[src/rtl/eepr_pkg.sv]
package eepr_pkg;

    localparam int SK_BIT = 0;
    localparam int CS_BIT = 1;
    localparam int DI_BIT = 2;

    localparam logic [15:0] DUMP_GOLD = 16'hBABA;

    typedef enum logic [2:0] {
        ST_IDLE,
        ST_CSON,
        ST_SET,
        ST_HIGH,
        ST_LOW,
        ST_CSOFF
    } seq_st_e;

    typedef enum logic [1:0] {
        SEG_CMD,
        SEG_ADR,
        SEG_DAT
    } seg_e;

    typedef struct packed {
        logic sk;
        logic cs;
        logic di;
    } pins_t;

    // start bit then read opcode, sent in index order 0..2
    function automatic logic cmd_bit(input logic [1:0] idx);
        return (idx != 2'd2);
    endfunction

endpackage

[src/rtl/eepr_tick.sv]
module eepr_tick #(
    parameter int DIV = 4
) (
    input  logic clk,
    input  logic rst,
    input  logic clr,
    input  logic run,
    output logic tick
);
    localparam int CW = (DIV > 1) ? $clog2(DIV) : 1;
    localparam logic [CW-1:0] LAST = CW'(DIV - 1);

    logic [CW-1:0] cnt;

    always_ff @(posedge clk) begin
        if (rst || clr) begin
            cnt <= '0;
        end else if (run) begin
            if (cnt == LAST) cnt <= '0;
            else             cnt <= cnt + 1'b1;
        end
    end

    assign tick = run && (cnt == LAST);
endmodule

[src/rtl/eepr_sum.sv]
module eepr_sum #(
    parameter int          DW   = 16,
    parameter logic [15:0] GOLD = 16'hBABA
) (
    input  logic          clk,
    input  logic          rst,
    input  logic          clr,
    input  logic          add,
    input  logic          fin,
    input  logic [DW-1:0] word,
    output logic [DW-1:0] sum,
    output logic          err
);
    logic [DW-1:0] nxt;
    assign nxt = sum + word;

    always_ff @(posedge clk) begin
        if (rst || clr) begin
            sum <= '0;
            err <= 1'b0;
        end else if (add) begin
            sum <= nxt;
            if (fin) err <= (nxt != DW'(GOLD));
        end
    end
endmodule

[src/rtl/eepr_seq.sv]
module eepr_seq
    import eepr_pkg::*;
#(
    parameter int MAX_AW = 8,
    parameter int DW     = 16,
    parameter int WW     = 4
) (
    input  logic              clk,
    input  logic              rst,
    input  logic              tick,
    input  logic              start,
    input  logic              dump_all,
    input  logic [MAX_AW-1:0] word_addr,
    input  logic              ser_in,
    output pins_t             pins,
    output logic              launch,
    output logic              busy,
    output logic              done,
    output logic [DW-1:0]     rd_data,
    output logic [WW-1:0]     width,
    output logic              wvalid,
    output logic              size_err,
    output logic              word_add,
    output logic              dump_fin,
    output logic [DW-1:0]     word_val
);
    localparam int IW = $clog2(DW);

    seq_st_e           state;
    seg_e              seg;
    logic [IW-1:0]     idx;
    logic [MAX_AW-1:0] cur_addr, req_addr, addr_sh, last_addr;
    logic [DW-1:0]     shreg;
    logic              sizing, dump_mode, cur_bit;
    logic [WW-1:0]     nbits;

    assign nbits     = wvalid ? width : WW'(MAX_AW);
    assign last_addr = MAX_AW'((1 << int'(width)) - 1);
    assign busy      = (state != ST_IDLE);
    assign launch    = start && (state == ST_IDLE);
    assign word_add  = (state == ST_CSOFF) && tick && !sizing && dump_mode;
    assign dump_fin  = word_add && (cur_addr == last_addr);
    assign word_val  = shreg;

    always_comb begin
        unique case (seg)
            SEG_CMD: cur_bit = cmd_bit(idx[1:0]);
            SEG_ADR: cur_bit = addr_sh[MAX_AW-1];
            default: cur_bit = 1'b0;
        endcase
    end

    always_comb begin
        pins = '0;
        unique case (state)
            ST_CSON: pins.cs = 1'b1;
            ST_SET:  begin pins.cs = 1'b1; pins.di = cur_bit; end
            ST_HIGH: begin pins.cs = 1'b1; pins.sk = 1'b1; pins.di = cur_bit; end
            ST_LOW:  begin pins.cs = 1'b1; pins.di = cur_bit; end
            default: pins = '0;
        endcase
    end

    always_ff @(posedge clk) begin
        if (rst) begin
            state     <= ST_IDLE;
            seg       <= SEG_CMD;
            idx       <= '0;
            cur_addr  <= '0;
            req_addr  <= '0;
            addr_sh   <= '0;
            shreg     <= '0;
            sizing    <= 1'b0;
            dump_mode <= 1'b0;
            rd_data   <= '0;
            width     <= '0;
            wvalid    <= 1'b0;
            size_err  <= 1'b0;
            done      <= 1'b0;
        end else begin
            done <= 1'b0;
            unique case (state)
                ST_IDLE: if (start) begin
                    dump_mode <= dump_all;
                    sizing    <= !wvalid;
                    req_addr  <= word_addr;
                    cur_addr  <= (dump_all || !wvalid) ? '0 : word_addr;
                    state     <= ST_CSON;
                end
                ST_CSON: if (tick) begin
                    seg     <= SEG_CMD;
                    idx     <= '0;
                    addr_sh <= cur_addr << (MAX_AW - int'(nbits));
                    state   <= ST_SET;
                end
                ST_SET: if (tick) state <= ST_HIGH;
                ST_HIGH: if (tick) begin
                    if (seg == SEG_DAT) shreg <= {shreg[DW-2:0], ser_in};
                    state <= ST_LOW;
                end
                ST_LOW: if (tick) begin
                    state <= ST_SET;
                    unique case (seg)
                        SEG_CMD: begin
                            if (idx == IW'(2)) begin seg <= SEG_ADR; idx <= '0; end
                            else idx <= idx + 1'b1;
                        end
                        SEG_ADR: begin
                            addr_sh <= addr_sh << 1;
                            idx     <= idx + 1'b1;
                            if (!wvalid) begin
                                if (!ser_in) begin
                                    width  <= WW'(int'(idx) + 1);
                                    wvalid <= 1'b1;
                                    seg    <= SEG_DAT;
                                    idx    <= '0;
                                end else if (int'(idx) + 1 == MAX_AW) begin
                                    width    <= WW'(MAX_AW);
                                    wvalid   <= 1'b1;
                                    size_err <= 1'b1;
                                    seg      <= SEG_DAT;
                                    idx      <= '0;
                                end
                            end else if (!ser_in || (int'(idx) + 1 == int'(width))) begin
                                seg <= SEG_DAT;
                                idx <= '0;
                            end
                        end
                        default: begin
                            if (idx == IW'(DW - 1)) state <= ST_CSOFF;
                            else idx <= idx + 1'b1;
                        end
                    endcase
                end
                ST_CSOFF: if (tick) begin
                    if (sizing) begin
                        sizing   <= 1'b0;
                        cur_addr <= dump_mode ? '0 : req_addr;
                        state    <= ST_CSON;
                    end else begin
                        rd_data <= shreg;
                        if (dump_mode && (cur_addr != last_addr)) begin
                            cur_addr <= cur_addr + 1'b1;
                            state    <= ST_CSON;
                        end else begin
                            done  <= 1'b1;
                            state <= ST_IDLE;
                        end
                    end
                end
                default: state <= ST_IDLE;
            endcase
        end
    end
endmodule

[src/rtl/mw_eeprom_reader.sv]
module mw_eeprom_reader
    import eepr_pkg::*;
#(
    parameter int DIV    = 4,
    parameter int MAX_AW = 8,
    parameter int DW     = 16,
    parameter int CSR_W  = 16
) (
    input  logic              clk,
    input  logic              rst,
    input  logic              start,
    input  logic              dump_all,
    input  logic [MAX_AW-1:0] word_addr,
    input  logic              ser_in,
    output logic [CSR_W-1:0]  ctl_word,
    output logic              busy,
    output logic              done,
    output logic [DW-1:0]     rd_data,
    output logic [3:0]        addr_width,
    output logic              width_valid,
    output logic              size_err,
    output logic [DW-1:0]     sum_total,
    output logic              sum_err
);
    localparam int WW = 4;

    pins_t         pins;
    logic          tick, launch, word_add, dump_fin;
    logic [DW-1:0] word_val;

    eepr_tick #(.DIV(DIV)) tick_i (
        .clk(clk), .rst(rst), .clr(launch), .run(busy), .tick(tick)
    );

    eepr_seq #(.MAX_AW(MAX_AW), .DW(DW), .WW(WW)) seq_i (
        .clk(clk), .rst(rst), .tick(tick), .start(start), .dump_all(dump_all),
        .word_addr(word_addr), .ser_in(ser_in), .pins(pins), .launch(launch),
        .busy(busy), .done(done), .rd_data(rd_data), .width(addr_width),
        .wvalid(width_valid), .size_err(size_err), .word_add(word_add),
        .dump_fin(dump_fin), .word_val(word_val)
    );

    eepr_sum #(.DW(DW), .GOLD(DUMP_GOLD)) sum_i (
        .clk(clk), .rst(rst), .clr(launch && dump_all), .add(word_add),
        .fin(dump_fin), .word(word_val), .sum(sum_total), .err(sum_err)
    );

    always_comb begin
        ctl_word         = '0;
        ctl_word[SK_BIT] = pins.sk;
        ctl_word[CS_BIT] = pins.cs;
        ctl_word[DI_BIT] = pins.di;
    end
endmodule

[config.mk]
export PLATFORM = sky130hd
export DESIGN_NAME = mw_eeprom_reader
export DESIGN_NICKNAME = d
export VERILOG_FILES = /design/src/rtl/eepr_pkg.sv /design/src/rtl/eepr_tick.sv /design/src/rtl/eepr_sum.sv /design/src/rtl/eepr_seq.sv /design/src/rtl/mw_eeprom_reader.sv
export SDC_FILE = /design/constraint.sdc
export NUM_CORES = 1
export LEC_CHECK = 0
export ABC_AREA = 1
export ABC_CLOCK_PERIOD_IN_PS = 3210
export BUFFER_PORTS_ARGS = -buffer_cell sky130_fd_sc_hd__buf_2
export CAP_MARGIN = 0
export CORE_MARGIN = 2
export CORE_UTILIZATION = 40
export CTS_BUF_LIST = sky130_fd_sc_hd__clkbuf_16
export CTS_CLUSTER_SIZE = 25
export DETAILED_ROUTE_END_ITERATION = 7
export SYNTH_ARGS = -nofsm -noshare
export SYNTH_HDL_FRONTEND = slang
export SYNTH_SLANG_ARGS = --single-unit
export TNS_END_PERCENT = 5
[constraint.sdc]
create_clock -name clk -period 3.21 [get_ports clk]
set_input_delay 0.8025 -clock clk [delete_from_list [all_inputs] [get_ports clk]]
set_output_delay 0.8025 -clock clk [all_outputs]
set_load 0.02 [all_outputs]
==> run summary <==
fin crit share -> 78.0%
Post-synth EDFFs -> 0
DIE AREA -> 15,500 µm²
max incr delay on CP -> 0.39 ns
sequential share of the synthesized area -> 32.2%
Max Clk Rate -> 399 MHz
Slew @ Worst Pin -> 0.524 ns
Mapped Cells -> 917
VDD IR-drop max -> 0.000406 V
busiest grt layer -> met2
DRC -> 0
Static Leakage -> 3.22 nW
Slew headroom -> 65.1%
met2 GRT Util -> 29.3%
Cell Rows -> 43
Primary FF master, synth -> dfxtp_1
post-place instance area -> 6180 µm²
initial antenna violation count -> 0
PortBufs -> 56
Hold Crit Class -> flip-flop to flip-flop
Syn. warnings -> 0
# nets final -> 1,002
die width -> 124 µm
Global Route Usage Sum -> 19.9%
root buf cell -> clkbuf_16
final setup fails -> 0
Crit Path Category -> flip-flop to output port
layout cells sized above 1 -> 10.4%
DR WL/cell -> 13.3 µm
RSZ-0062 raised after global routing -> no
final WL -> 15,300 µm
Mapped Area -> 5790 µm²
Cell variety after synth -> 39
met1 Usage GRT -> 29.1%
Slew Limit Fails -> 0
most frequent cells in the layout -> nand2_1, nor2_1, inv_1
data required time of the critical path -> 2.41 ns
CP max-delay cell -> dfxtp_1
Boundary Pins -> 70
post-route setup TNS -> 0 ns
Max-Cap Viols -> 0
via count -> 5,686
final hold violation count -> 0
#FFs+latches synth -> 93
Critical Path Sink Type -> output port
largest net degree at the start of global routing -> 58
min cycle time layout -> 2.50 ns
M3 GR Usage -> 4.81%
ys async rst share -> 0%
Clock Path Buffers -> 2
Die Height -> 124 µm
# clock sinks -> 93
Final HPWL DP -> 11,700 µm
clk_lat worst skew -> 0.35 ns
syn_area_per_cell -> 6.31 µm²
cell mode on critical path -> inv_2
Final Instance Area -> 6420 µm²
initial core utilization -> 41.4%
vias per inst -> 4.94
initial DRC count -> 341
clk_skew -> 0.00621 ns
TritonCTS clock tree -> built
CP Launch Type -> flip-flop
cells along the critical path -> inv_1 -> nor3_4 -> inv_2 -> nand2_2 -> inv_2 -> nand2_1 -> buf_2
Clk pin slew, worst setup/hold paths -> 0.06 ns
H-tree levels -> 3
cts hold-fix bufs -> 0
total grt overflow -> 0
vias in the first global route -> 5,100
Num CTS Buffers -> 9
Post-CTS Setup Inserts -> 0
Routability Congestion -> 0.913
status -> completed
core footprint -> 14,000 µm²
area growth from synthesis to layout -> 10.9%
CP arrival -> 1.70 ns
first-pass iteration count of the detailed router -> 5
Routed Antenna Nets -> 0
most common cell after layout, fill and taps aside -> nand2_1
Diodes inserted -> 0
worst-path fanout max -> 9
cts repair resizes -> 0
global-route wire length before repair -> 25,400 µm
pwr dens -> 501 nW/µm²
-- per-layer routing --
metal	wire length, µm	share of wire, %	vias to the layer above
met5	0	0	-
met4	195	1.3	0
met3	837	5.5	13
met2	6500	42	131
met1	7790	51	2512
li1	-	-	3030
-- final cells by class --
cell class	instances	area, µm²
Clock buffer	9	225
Clock inverter	5	21.3
Fill cell	1554	7570
Inverter	115	432
Multi-Input combinational cell	686	3330
Sequential cell	93	1860
Tap cell	180	225
Timing Repair Buffer	62	325
-- sequential cells by signal, summed over array words and instances, names as in the netlist, 2 cells and up --
signal and count:
seq_i.rd_data 16, seq_i.req_addr 8, seq_i.word_val 16, tick_i.cnt 2
seq_i.idx 4, seq_i.seg 2, seq_i.state 3, seq_i.cur_addr 8
seq_i.width 4, seq_i.addr_sh 8, sum_i.sum 16
-- stage by stage --
step	hold slack, ns	setup WS, ns	total power, W	cells	util (%)
after global placement	0.458	0.813	0.00230	1136	44.2
after detailed placement	0.464	0.805	0.00230	1136	44.2
after CTS	0.472	0.695	0.00325	1150	45.9
after global routing	0.498	0.477	0.00344	1150	45.9
after floorplan	0.446	1.03	0.00207	929	-
final	0.467	0.706	0.00322	1150	45.9
-- critical path, delay by kind of cell, from the launching register on --
family / cells / cell delay (ns)
AND/OR/NAND/NOR: 3 / 0.52
buffers and inverters: 4 / 0.44
flip-flops: 1 / 0.39
-- path summary, 6_finish.rpt --
check | startpoint | end | slack [ns] | cells after the start
max | seq_i.state[2] | ctl_word[1] | 0.71 | 7
min | seq_i.addr_sh[0] | seq_i.addr_sh[0] | 0.47 | 2
max reg2reg | seq_i.width[3] | seq_i.cur_addr[3] | 0.76 | 16
min reg2reg | seq_i.addr_sh[0] | seq_i.addr_sh[0] | 0.47 | 2
-- where the power goes --
part | internal [W] | switching, W | total, W
registers | 0.00126 | 0.000125 | 0.00139
logic | 0.000280 | 0.000608 | 0.000887
clock network | 0.000505 | 0.000436 | 0.000941
-- cells in the mapped netlist, types with 3 or more instances --
master / number / area share (%)
nand3b_1: 6 / 0.78
clkinv_1: 3 / 0.19
o31ai_1: 3 / 0.39
inv_2: 9 / 0.58
o21ai_0: 78 / 6.7
and3_1: 3 / 0.32
nand3_1: 41 / 3.5
nand4_1: 10 / 1.1
clkbuf_1: 14 / 0.91
buf_4: 16 / 2.1
a22oi_1: 5 / 0.65
nor3_1: 4 / 0.35
nor2_2: 5 / 0.54
a211oi_1: 3 / 0.39
o211ai_1: 8 / 1.0
xor2_1: 9 / 1.4
nor2_1: 156 / 10
inv_1: 103 / 6.7
nand3_2: 3 / 0.52
dfxtp_1: 93 / 32
ha_1: 21 / 4.5
buf_2: 3 / 0.26
nor3_4: 3 / 0.84
nand2_1: 234 / 15
a31oi_1: 7 / 0.76
nand2_2: 3 / 0.32
a21oi_1: 59 / 5.1
-- cell families after synthesis --
family | after synthesis | synth area share (%)
xor+xnor | 11 | 1.66
other cells | 1 | 0.0648
buf+inv | 150 | 11.1
simple gates | 473 | 34.6
flops | 93 | 32.2
fa+ha+maj | 22 | 4.88
compound gates | 167 | 15.6
Power figures use the tool's default switching activity.
